$ cat config.mk
export PLATFORM = sky130hd
export DESIGN_NAME = phy_bb_write_engine
export DESIGN_NICKNAME = d
export VERILOG_FILES = /design/src/rtl/phy_bb_pkg.sv /design/src/rtl/phy_bb_variant.sv /design/src/rtl/phy_bb_strobe.sv /design/src/rtl/phy_bb_field.sv /design/src/rtl/phy_bb_seq.sv /design/src/rtl/phy_bb_write_engine.sv
export SDC_FILE = /design/constraint.sdc
export NUM_CORES = 1
export LEC_CHECK = 0
export ABC_CLOCK_PERIOD_IN_PS = 1800
export CORE_ASPECT_RATIO = 1.25
export CORE_UTILIZATION = 35
export DETAILED_ROUTE_END_ITERATION = 6
export GPL_ROUTABILITY_DRIVEN = 0
export GPL_TIMING_DRIVEN = 0
export HOLD_SLACK_MARGIN = 0.06
export PLACE_DENSITY = 0.72
export SLEW_MARGIN = 20
export SYNTH_ARGS = -nofsm -noshare
export SYNTH_HDL_FRONTEND = slang
export SYNTH_SLANG_ARGS = --single-unit
$ cat constraint.sdc
create_clock -name clk_i -period 1.8 [get_ports clk_i]
set_clock_uncertainty 0.15 [all_clocks]
set_input_delay 0.27 -clock clk_i [delete_from_list [all_inputs] [get_ports clk_i]]
set_output_delay 0.27 -clock clk_i [all_outputs]
set_load 0.02 [all_outputs]
$ cat src/rtl/phy_bb_pkg.sv
package phy_bb_pkg;
  typedef enum logic [2:0] {
    ST_IDLE,
    ST_PRECLR,
    ST_ADDR,
    ST_DATA,
    ST_STB_SET,
    ST_STB_CLR
  } bb_state_e;
endpackage

$ cat src/rtl/phy_bb_variant.sv
module phy_bb_variant #(
  parameter int               BUS_AW  = 8,
  parameter logic [BUS_AW-1:0] OFS_OLD = 8'h04,
  parameter logic [BUS_AW-1:0] OFS_NEW = 8'h10
) (
  input  logic              variant_i,
  output logic [BUS_AW-1:0] ofs_o,
  output logic              preclr_o
);
  assign ofs_o    = variant_i ? OFS_NEW : OFS_OLD;
  assign preclr_o = variant_i;
endmodule

$ cat src/rtl/phy_bb_strobe.sv
module phy_bb_strobe #(
  parameter int BUS_DW     = 32,
  parameter int PORT_W     = 3,
  parameter int NUM_PORTS  = 4,
  parameter int STB_STRIDE = 2
) (
  input  logic [PORT_W-1:0] port_i,
  output logic [BUS_DW-1:0] mask_o
);
  for (genvar g = 0; g < BUS_DW; g++) begin : g_bit
    if ((g % STB_STRIDE == 0) && (g / STB_STRIDE < NUM_PORTS)) begin : g_stb
      assign mask_o[g] = (port_i == PORT_W'(g / STB_STRIDE));
    end else begin : g_none
      assign mask_o[g] = 1'b0;
    end
  end
endmodule

$ cat src/rtl/phy_bb_field.sv
module phy_bb_field
  import phy_bb_pkg::*;
#(
  parameter int BUS_DW    = 32,
  parameter int BADDR_W   = 8,
  parameter int BADDR_LSB = 8,
  parameter int DBIT_POS  = 7
) (
  input  bb_state_e          state_i,
  input  logic [BUS_DW-1:0]  rdata_i,
  input  logic [BADDR_W-1:0] baddr_i,
  input  logic               dbit_i,
  input  logic [BUS_DW-1:0]  stb_mask_i,
  output logic [BUS_DW-1:0]  wdata_o
);
  always_comb begin
    wdata_o = rdata_i;
    unique case (state_i)
      ST_PRECLR:  wdata_o = '0;
      ST_ADDR:    wdata_o[BADDR_LSB +: BADDR_W] = baddr_i;
      ST_DATA:    wdata_o[DBIT_POS] = dbit_i;
      ST_STB_SET: wdata_o = rdata_i | stb_mask_i;
      ST_STB_CLR: wdata_o = rdata_i & ~stb_mask_i;
      default:    wdata_o = rdata_i;
    endcase
  end
endmodule

$ cat src/rtl/phy_bb_seq.sv
module phy_bb_seq
  import phy_bb_pkg::*;
#(
  parameter int VAL_W   = 8,
  parameter int CNT_W   = 4,
  parameter int PORT_W  = 3,
  parameter int BADDR_W = 8
) (
  input  logic               clk_i,
  input  logic               rst_ni,
  input  logic               start_i,
  input  logic               variant_i,
  input  logic               preclr_i,
  input  logic [BADDR_W-1:0] bit_addr_i,
  input  logic [VAL_W-1:0]   value_i,
  input  logic [CNT_W-1:0]   count_i,
  input  logic [PORT_W-1:0]  port_i,
  output bb_state_e          state_o,
  output logic [BADDR_W-1:0] baddr_o,
  output logic               dbit_o,
  output logic [PORT_W-1:0]  port_o,
  output logic               var_o,
  output logic               busy_o,
  output logic               done_o
);
  bb_state_e          state_q;
  logic [BADDR_W-1:0] baddr_q;
  logic [VAL_W-1:0]   val_q;
  logic [CNT_W-1:0]   rem_q;
  logic [PORT_W-1:0]  port_q;
  logic               var_q;
  logic               done_q;
  logic [CNT_W-1:0]   n_req;

  assign n_req = (count_i > CNT_W'(VAL_W)) ? CNT_W'(VAL_W) : count_i;

  always_ff @(posedge clk_i or negedge rst_ni) begin
    if (!rst_ni) begin
      state_q <= ST_IDLE;
      baddr_q <= '0;
      val_q   <= '0;
      rem_q   <= '0;
      port_q  <= '0;
      var_q   <= 1'b0;
      done_q  <= 1'b0;
    end else begin
      done_q <= 1'b0;
      unique case (state_q)
        ST_IDLE: begin
          if (start_i) begin
            var_q   <= variant_i;
            port_q  <= port_i;
            baddr_q <= bit_addr_i;
            val_q   <= value_i;
            rem_q   <= n_req;
            if (n_req == '0) done_q  <= 1'b1;
            else             state_q <= preclr_i ? ST_PRECLR : ST_ADDR;
          end
        end
        ST_PRECLR:  state_q <= ST_ADDR;
        ST_ADDR:    state_q <= ST_DATA;
        ST_DATA:    state_q <= ST_STB_SET;
        ST_STB_SET: state_q <= ST_STB_CLR;
        ST_STB_CLR: begin
          if (rem_q == CNT_W'(1)) begin
            state_q <= ST_IDLE;
            done_q  <= 1'b1;
          end else begin
            rem_q   <= rem_q - CNT_W'(1);
            baddr_q <= baddr_q + BADDR_W'(1);
            val_q   <= val_q >> 1;
            state_q <= ST_ADDR;
          end
        end
        default: state_q <= ST_IDLE;
      endcase
    end
  end

  assign state_o = state_q;
  assign baddr_o = baddr_q;
  assign dbit_o  = val_q[0];
  assign port_o  = port_q;
  assign var_o   = var_q;
  assign busy_o  = (state_q != ST_IDLE);
  assign done_o  = done_q;
endmodule

$ cat src/rtl/phy_bb_write_engine.sv
module phy_bb_write_engine
  import phy_bb_pkg::*;
#(
  parameter int                BUS_AW     = 8,
  parameter int                BUS_DW     = 32,
  parameter int                VAL_W      = 8,
  parameter int                PORT_W     = 3,
  parameter int                NUM_PORTS  = 4,
  parameter int                STB_STRIDE = 2,
  parameter int                BADDR_W    = 8,
  parameter int                BADDR_LSB  = 8,
  parameter int                DBIT_POS   = 7,
  parameter logic [BUS_AW-1:0] OFS_OLD    = 8'h04,
  parameter logic [BUS_AW-1:0] OFS_NEW    = 8'h10,
  localparam int               CNT_W      = $clog2(VAL_W + 1)
) (
  input  logic               clk_i,
  input  logic               rst_ni,
  input  logic               start_i,
  input  logic               variant_i,
  input  logic [BADDR_W-1:0] bit_addr_i,
  input  logic [VAL_W-1:0]   value_i,
  input  logic [CNT_W-1:0]   count_i,
  input  logic [PORT_W-1:0]  port_i,
  output logic               busy_o,
  output logic               done_o,
  output logic               reg_we_o,
  output logic [BUS_AW-1:0]  reg_addr_o,
  output logic [BUS_DW-1:0]  reg_wdata_o,
  input  logic [BUS_DW-1:0]  reg_rdata_i
);
  bb_state_e          state;
  logic [BADDR_W-1:0] baddr;
  logic               dbit;
  logic [PORT_W-1:0]  port_held;
  logic               var_held;
  logic               var_sel;
  logic               preclr;
  logic [BUS_DW-1:0]  stb_mask;

  // live request selects variant while idle, latched copy while running
  assign var_sel = busy_o ? var_held : variant_i;

  phy_bb_variant #(
    .BUS_AW (BUS_AW),
    .OFS_OLD(OFS_OLD),
    .OFS_NEW(OFS_NEW)
  ) u_variant (
    .variant_i(var_sel),
    .ofs_o    (reg_addr_o),
    .preclr_o (preclr)
  );

  phy_bb_seq #(
    .VAL_W  (VAL_W),
    .CNT_W  (CNT_W),
    .PORT_W (PORT_W),
    .BADDR_W(BADDR_W)
  ) u_seq (
    .clk_i     (clk_i),
    .rst_ni    (rst_ni),
    .start_i   (start_i),
    .variant_i (variant_i),
    .preclr_i  (preclr),
    .bit_addr_i(bit_addr_i),
    .value_i   (value_i),
    .count_i   (count_i),
    .port_i    (port_i),
    .state_o   (state),
    .baddr_o   (baddr),
    .dbit_o    (dbit),
    .port_o    (port_held),
    .var_o     (var_held),
    .busy_o    (busy_o),
    .done_o    (done_o)
  );

  phy_bb_strobe #(
    .BUS_DW    (BUS_DW),
    .PORT_W    (PORT_W),
    .NUM_PORTS (NUM_PORTS),
    .STB_STRIDE(STB_STRIDE)
  ) u_strobe (
    .port_i(port_held),
    .mask_o(stb_mask)
  );

  phy_bb_field #(
    .BUS_DW   (BUS_DW),
    .BADDR_W  (BADDR_W),
    .BADDR_LSB(BADDR_LSB),
    .DBIT_POS (DBIT_POS)
  ) u_field (
    .state_i   (state),
    .rdata_i   (reg_rdata_i),
    .baddr_i   (baddr),
    .dbit_i    (dbit),
    .stb_mask_i(stb_mask),
    .wdata_o   (reg_wdata_o)
  );

  assign reg_we_o = busy_o;
endmodule

==> results.txt <==
----------------------------------------------------
[Logic synthesis]
  Ranking of synthesized cells by area ... sky130_fd_sc_hd__dfrtp_1 35%, sky130_fd_sc_hd__a22o_1 6.9%, sky130_fd_sc_hd__nand2_1 5.2%
  Area of the mapped netlist ... 0.002017 sq mm
  Share of the synthesized area in the top cell type ... 34.74%
  Register bit count reported by yosys ... 28
  Cells after Synth ... 239
  Yosys warning count ... 0
  Count of flip-flops with a built-in enable after synthesis ... 0
  Proportion of synthesized chip area in sequential cells ... 34.74%
  Post-synth top flop ... sky130_fd_sc_hd__dfrtp_1
  FFs w/ async S/R, synth ... 100.0%
  Avg Synthesized Cell Area ... 8.439 sq um
  Distinct cell type count after synthesis ... 43
  Biggest area consumer among synthesized cells ... sky130_fd_sc_hd__dfrtp_1
  List of most frequent post-synthesis cells ... 28 x sky130_fd_sc_hd__dfrtp_1, 28 x sky130_fd_sc_hd__nand2_1, 17 x sky130_fd_sc_hd__nor2_1

[Critical path]
  Reg-to-Reg End ... u_seq.var_o
  Setup crit end kind ... output pin
  Critical path data required time ... 1.38 ns
  Worst setup path startpoint ... u_seq.state_o[0]
  Critical Path Sink ... reg_wdata_o[10]
  Worst-path maximum fanout ... 9
  Number of cells on the worst reg-to-reg path ... 6
  Worst setup slack for register-to-register paths ... -0.19 ns
  Kind of critical path ... reg -> out
  Critical register-to-register path startpoint ... u_seq.state_o[2]
  Kind of launch point of the worst setup path ... flop
  Worst EP arrival ... 1.60 ns

[Floorplan]
  Effective utilization at floorplan ... 36.80%
  Number of I/O pins ... 102
  Die Height ... 86.87 um
  Cell Rows ... 30
  Standard cell core area ... 0.005480 sq mm
  Overall die width ... 69.90 um
  Die Footprint ... 0.006072 sq mm

[Layout]
  Share of cells above drive strength 1 ... 38.62%
  Fin cells ... 442
  Fill cells ... 403
  Ant diodes ... 0
  Area growth from synthesis to layout ... 86.60%
  Layout net count ... 441

[Detailed routing]
  Post-route antenna net violation count ... 0
  Number of iterations in the first detailed-routing pass ... 4
  Via density per instance ... 5.292
  Routed len/inst ... 16.60 um
  Routed via count ... 2,339
  DRC Markers ... 0
  Final WL ... 7338 um
  Starting DRT DRC Count ... 78

[Run status]
  Failing checks ... negative setup slack
  Run status ... finished with violations

[Power]
  Leakage power ... 1.662 nW
  P per Cell Area ... 1612 mW/mm^2
  Peak supply drop ... 0.7294 mV

[Place]
  Instance count after placement with tap cells included ... 403
  Estimated wirelength of the detail-placed design ... 4663 um
  Setup slack after placement ... -0.7706 ns
  Port buffer count ... 95

[Timing]
  Time the worst path needs with I/O delays and setup ... 2.018 ns
  Setup repair after global routing missed its margin ... true
  Final hold violation count ... 0
  Setup violations, final ... 60
  Fin. max-slew vios ... 0
  Post-route setup TNS ... -8.322 ns
  Final Cycle Share ... 112.1%
  Peak clock frequency supported by timing ... 495.6 MHz
  Final critical-path setup slack ... -0.2178 ns
  Slew at the pin closest to its max-slew limit ... 0.6673 ns
  Worst slew slack as a fraction of its limit ... 55.51%

[GRT]
  Wire length of the first global-routing pass ... 10,980 um
  Via count of the first global-routing pass ... 2,297
  Remaining global-route overflow ... 0
  Global Route Usage Sum ... 23.09%
  Number of antenna violations at the first check in global routing ... 0
  Pin count of the biggest net entering global routing ... 29

[Run]
  Max_cap viols ... 0

[Clock network]
  Number of clock buffers inserted by TritonCTS ... 3
  TritonCTS clock tree ... yes
  Clock sink count ... 28
  Skew-Pair Late Insertion Delay ... 0.28 ns
  Clock-pin slew on the worst setup and hold paths ... 0.10 ns
  H-tree Lvls ... 1
  Largest buffer count on any clock path ... 2
  Library cell used as clock root buffer ... sky130_fd_sc_hd__clkbuf_8

[Worst hold path]
  Number of cells on the worst hold path ... 2
  Start point of the worst min-delay path ... u_seq.val_q[7]
  Worst hold path class ... reg -> reg

----------------------------------------------------
-- kinds of logic (layout without fill, tap and decap cells) --
family / after synthesis / after routing / synth area share [%]
buffers and inverters: 32 / 165 / 9.243
DFF: 28 / 28 / 34.74
adders and majority gates: 3 / 3 / 1.861
AOI/OAI and AO/OA: 81 / 82 / 27.30
and+or+nand+nor: 87 / 87 / 22.95
muxes: 7 / 7 / 3.722
other: 1 / 6 / 0.1859
-- flip-flops by register name, summed over array words and instances (netlist names) --
name and cells:
u_seq.done_o 1, u_seq.val_q 8, u_seq.port_o 3, u_seq.state_o 3, u_seq.rem_q 4, u_seq.baddr_o 8, u_seq.var_o 1
-- worst max-delay path, stage by stage (launching register included) --
cell and delay, ns:
sky130_fd_sc_hd__dfrtp_1 0.44, sky130_fd_sc_hd__buf_6 0.17, sky130_fd_sc_hd__clkbuf_16 0.16, sky130_fd_sc_hd__a22o_1 0.21, sky130_fd_sc_hd__a22o_1 0.20, sky130_fd_sc_hd__buf_6 0.13
-- through the flow --
stage               total power, mW  hold slack (ns)  cell area, sq um  util, %
floorplan                     3.165          -0.1756              2044        -
global placement              4.305           0.3243              3075    56.12
detailed placement            4.368           0.1809              3070    56.03
CTS                           5.516           0.3549              3491    63.70
global route                  6.432           0.3992              3764    68.68
finish                        6.068           0.3475              3764    68.68
-- what timing repair did --
item                       CTS  global route
buffers inserted            25             7
gates cloned                 5             0
gates resized for setup    254            61
hold endpoints to repair    28             0
hold buffers                 1             0
pin swaps                   11            11
setup endpoints to repair   57            61
-- final cells by class --
class                   count  area [sq um]  share of cell area, %
plain buffers              22         236.5                  6.283
clock buffers               4         55.05                  1.463
inverters                   7         26.28                 0.6981
multi-input cells         185          1375                  36.54
flip-flops and latches     28         703.2                  18.68
well taps                  64         80.08                  2.128
repair buffers            132          1287                  34.21
-- where the power goes --
group	internal (mW)	switching [mW]	total [mW]
logic	2.32	2.08	4.41
clock network	0.197	0.201	0.398
registers	0.931	0.331	1.26
total	3.45	2.62	6.07
-- routing by layer --
| layer | global-route usage, % | wire (um) |
|---|---|---|
| met1 | 23.58 | 2708 |
| met2 | 42.66 | 3709 |
| met3 | 4.398 | 519 |
| met4 | 15.45 | 401 |
| met5 | 0 | 0 |
-- worst min path at each step --
stage                       endpoint
floorplan           u_seq.baddr_o[0]
global placement      u_seq.val_q[7]
detailed placement  u_seq.baddr_o[2]
CTS                   u_seq.val_q[7]
global route          u_seq.val_q[0]
finish                u_seq.val_q[7]
-- placed cells by master (no fill, tap or decap), drive strengths merged, types with 2 or more instances in the layout --
| master | count |
|---|---|
| a311oi | 2 |
| a22o | 16 |
| clkdlybuf4s50 | 58 |
| o22ai | 3 |
| a21oi | 13 |
| nor3b | 3 |
| a31oi | 14 |
| nor2 | 17 |
| mux2i | 3 |
| clkbuf | 12 |
| o21ai | 24 |
| and2b | 10 |
| nand2b | 3 |
| conb | 6 |
| mux2 | 4 |
| a2bb2oi | 2 |
| nor2b | 11 |
| ha | 3 |
| inv | 7 |
| buf | 87 |
| and4 | 2 |
| nor3 | 2 |
| nand2 | 28 |
| a21boi | 5 |
| dfrtp | 28 |
| nand3 | 3 |
Note: power is estimated with default switching activity, not from simulation.
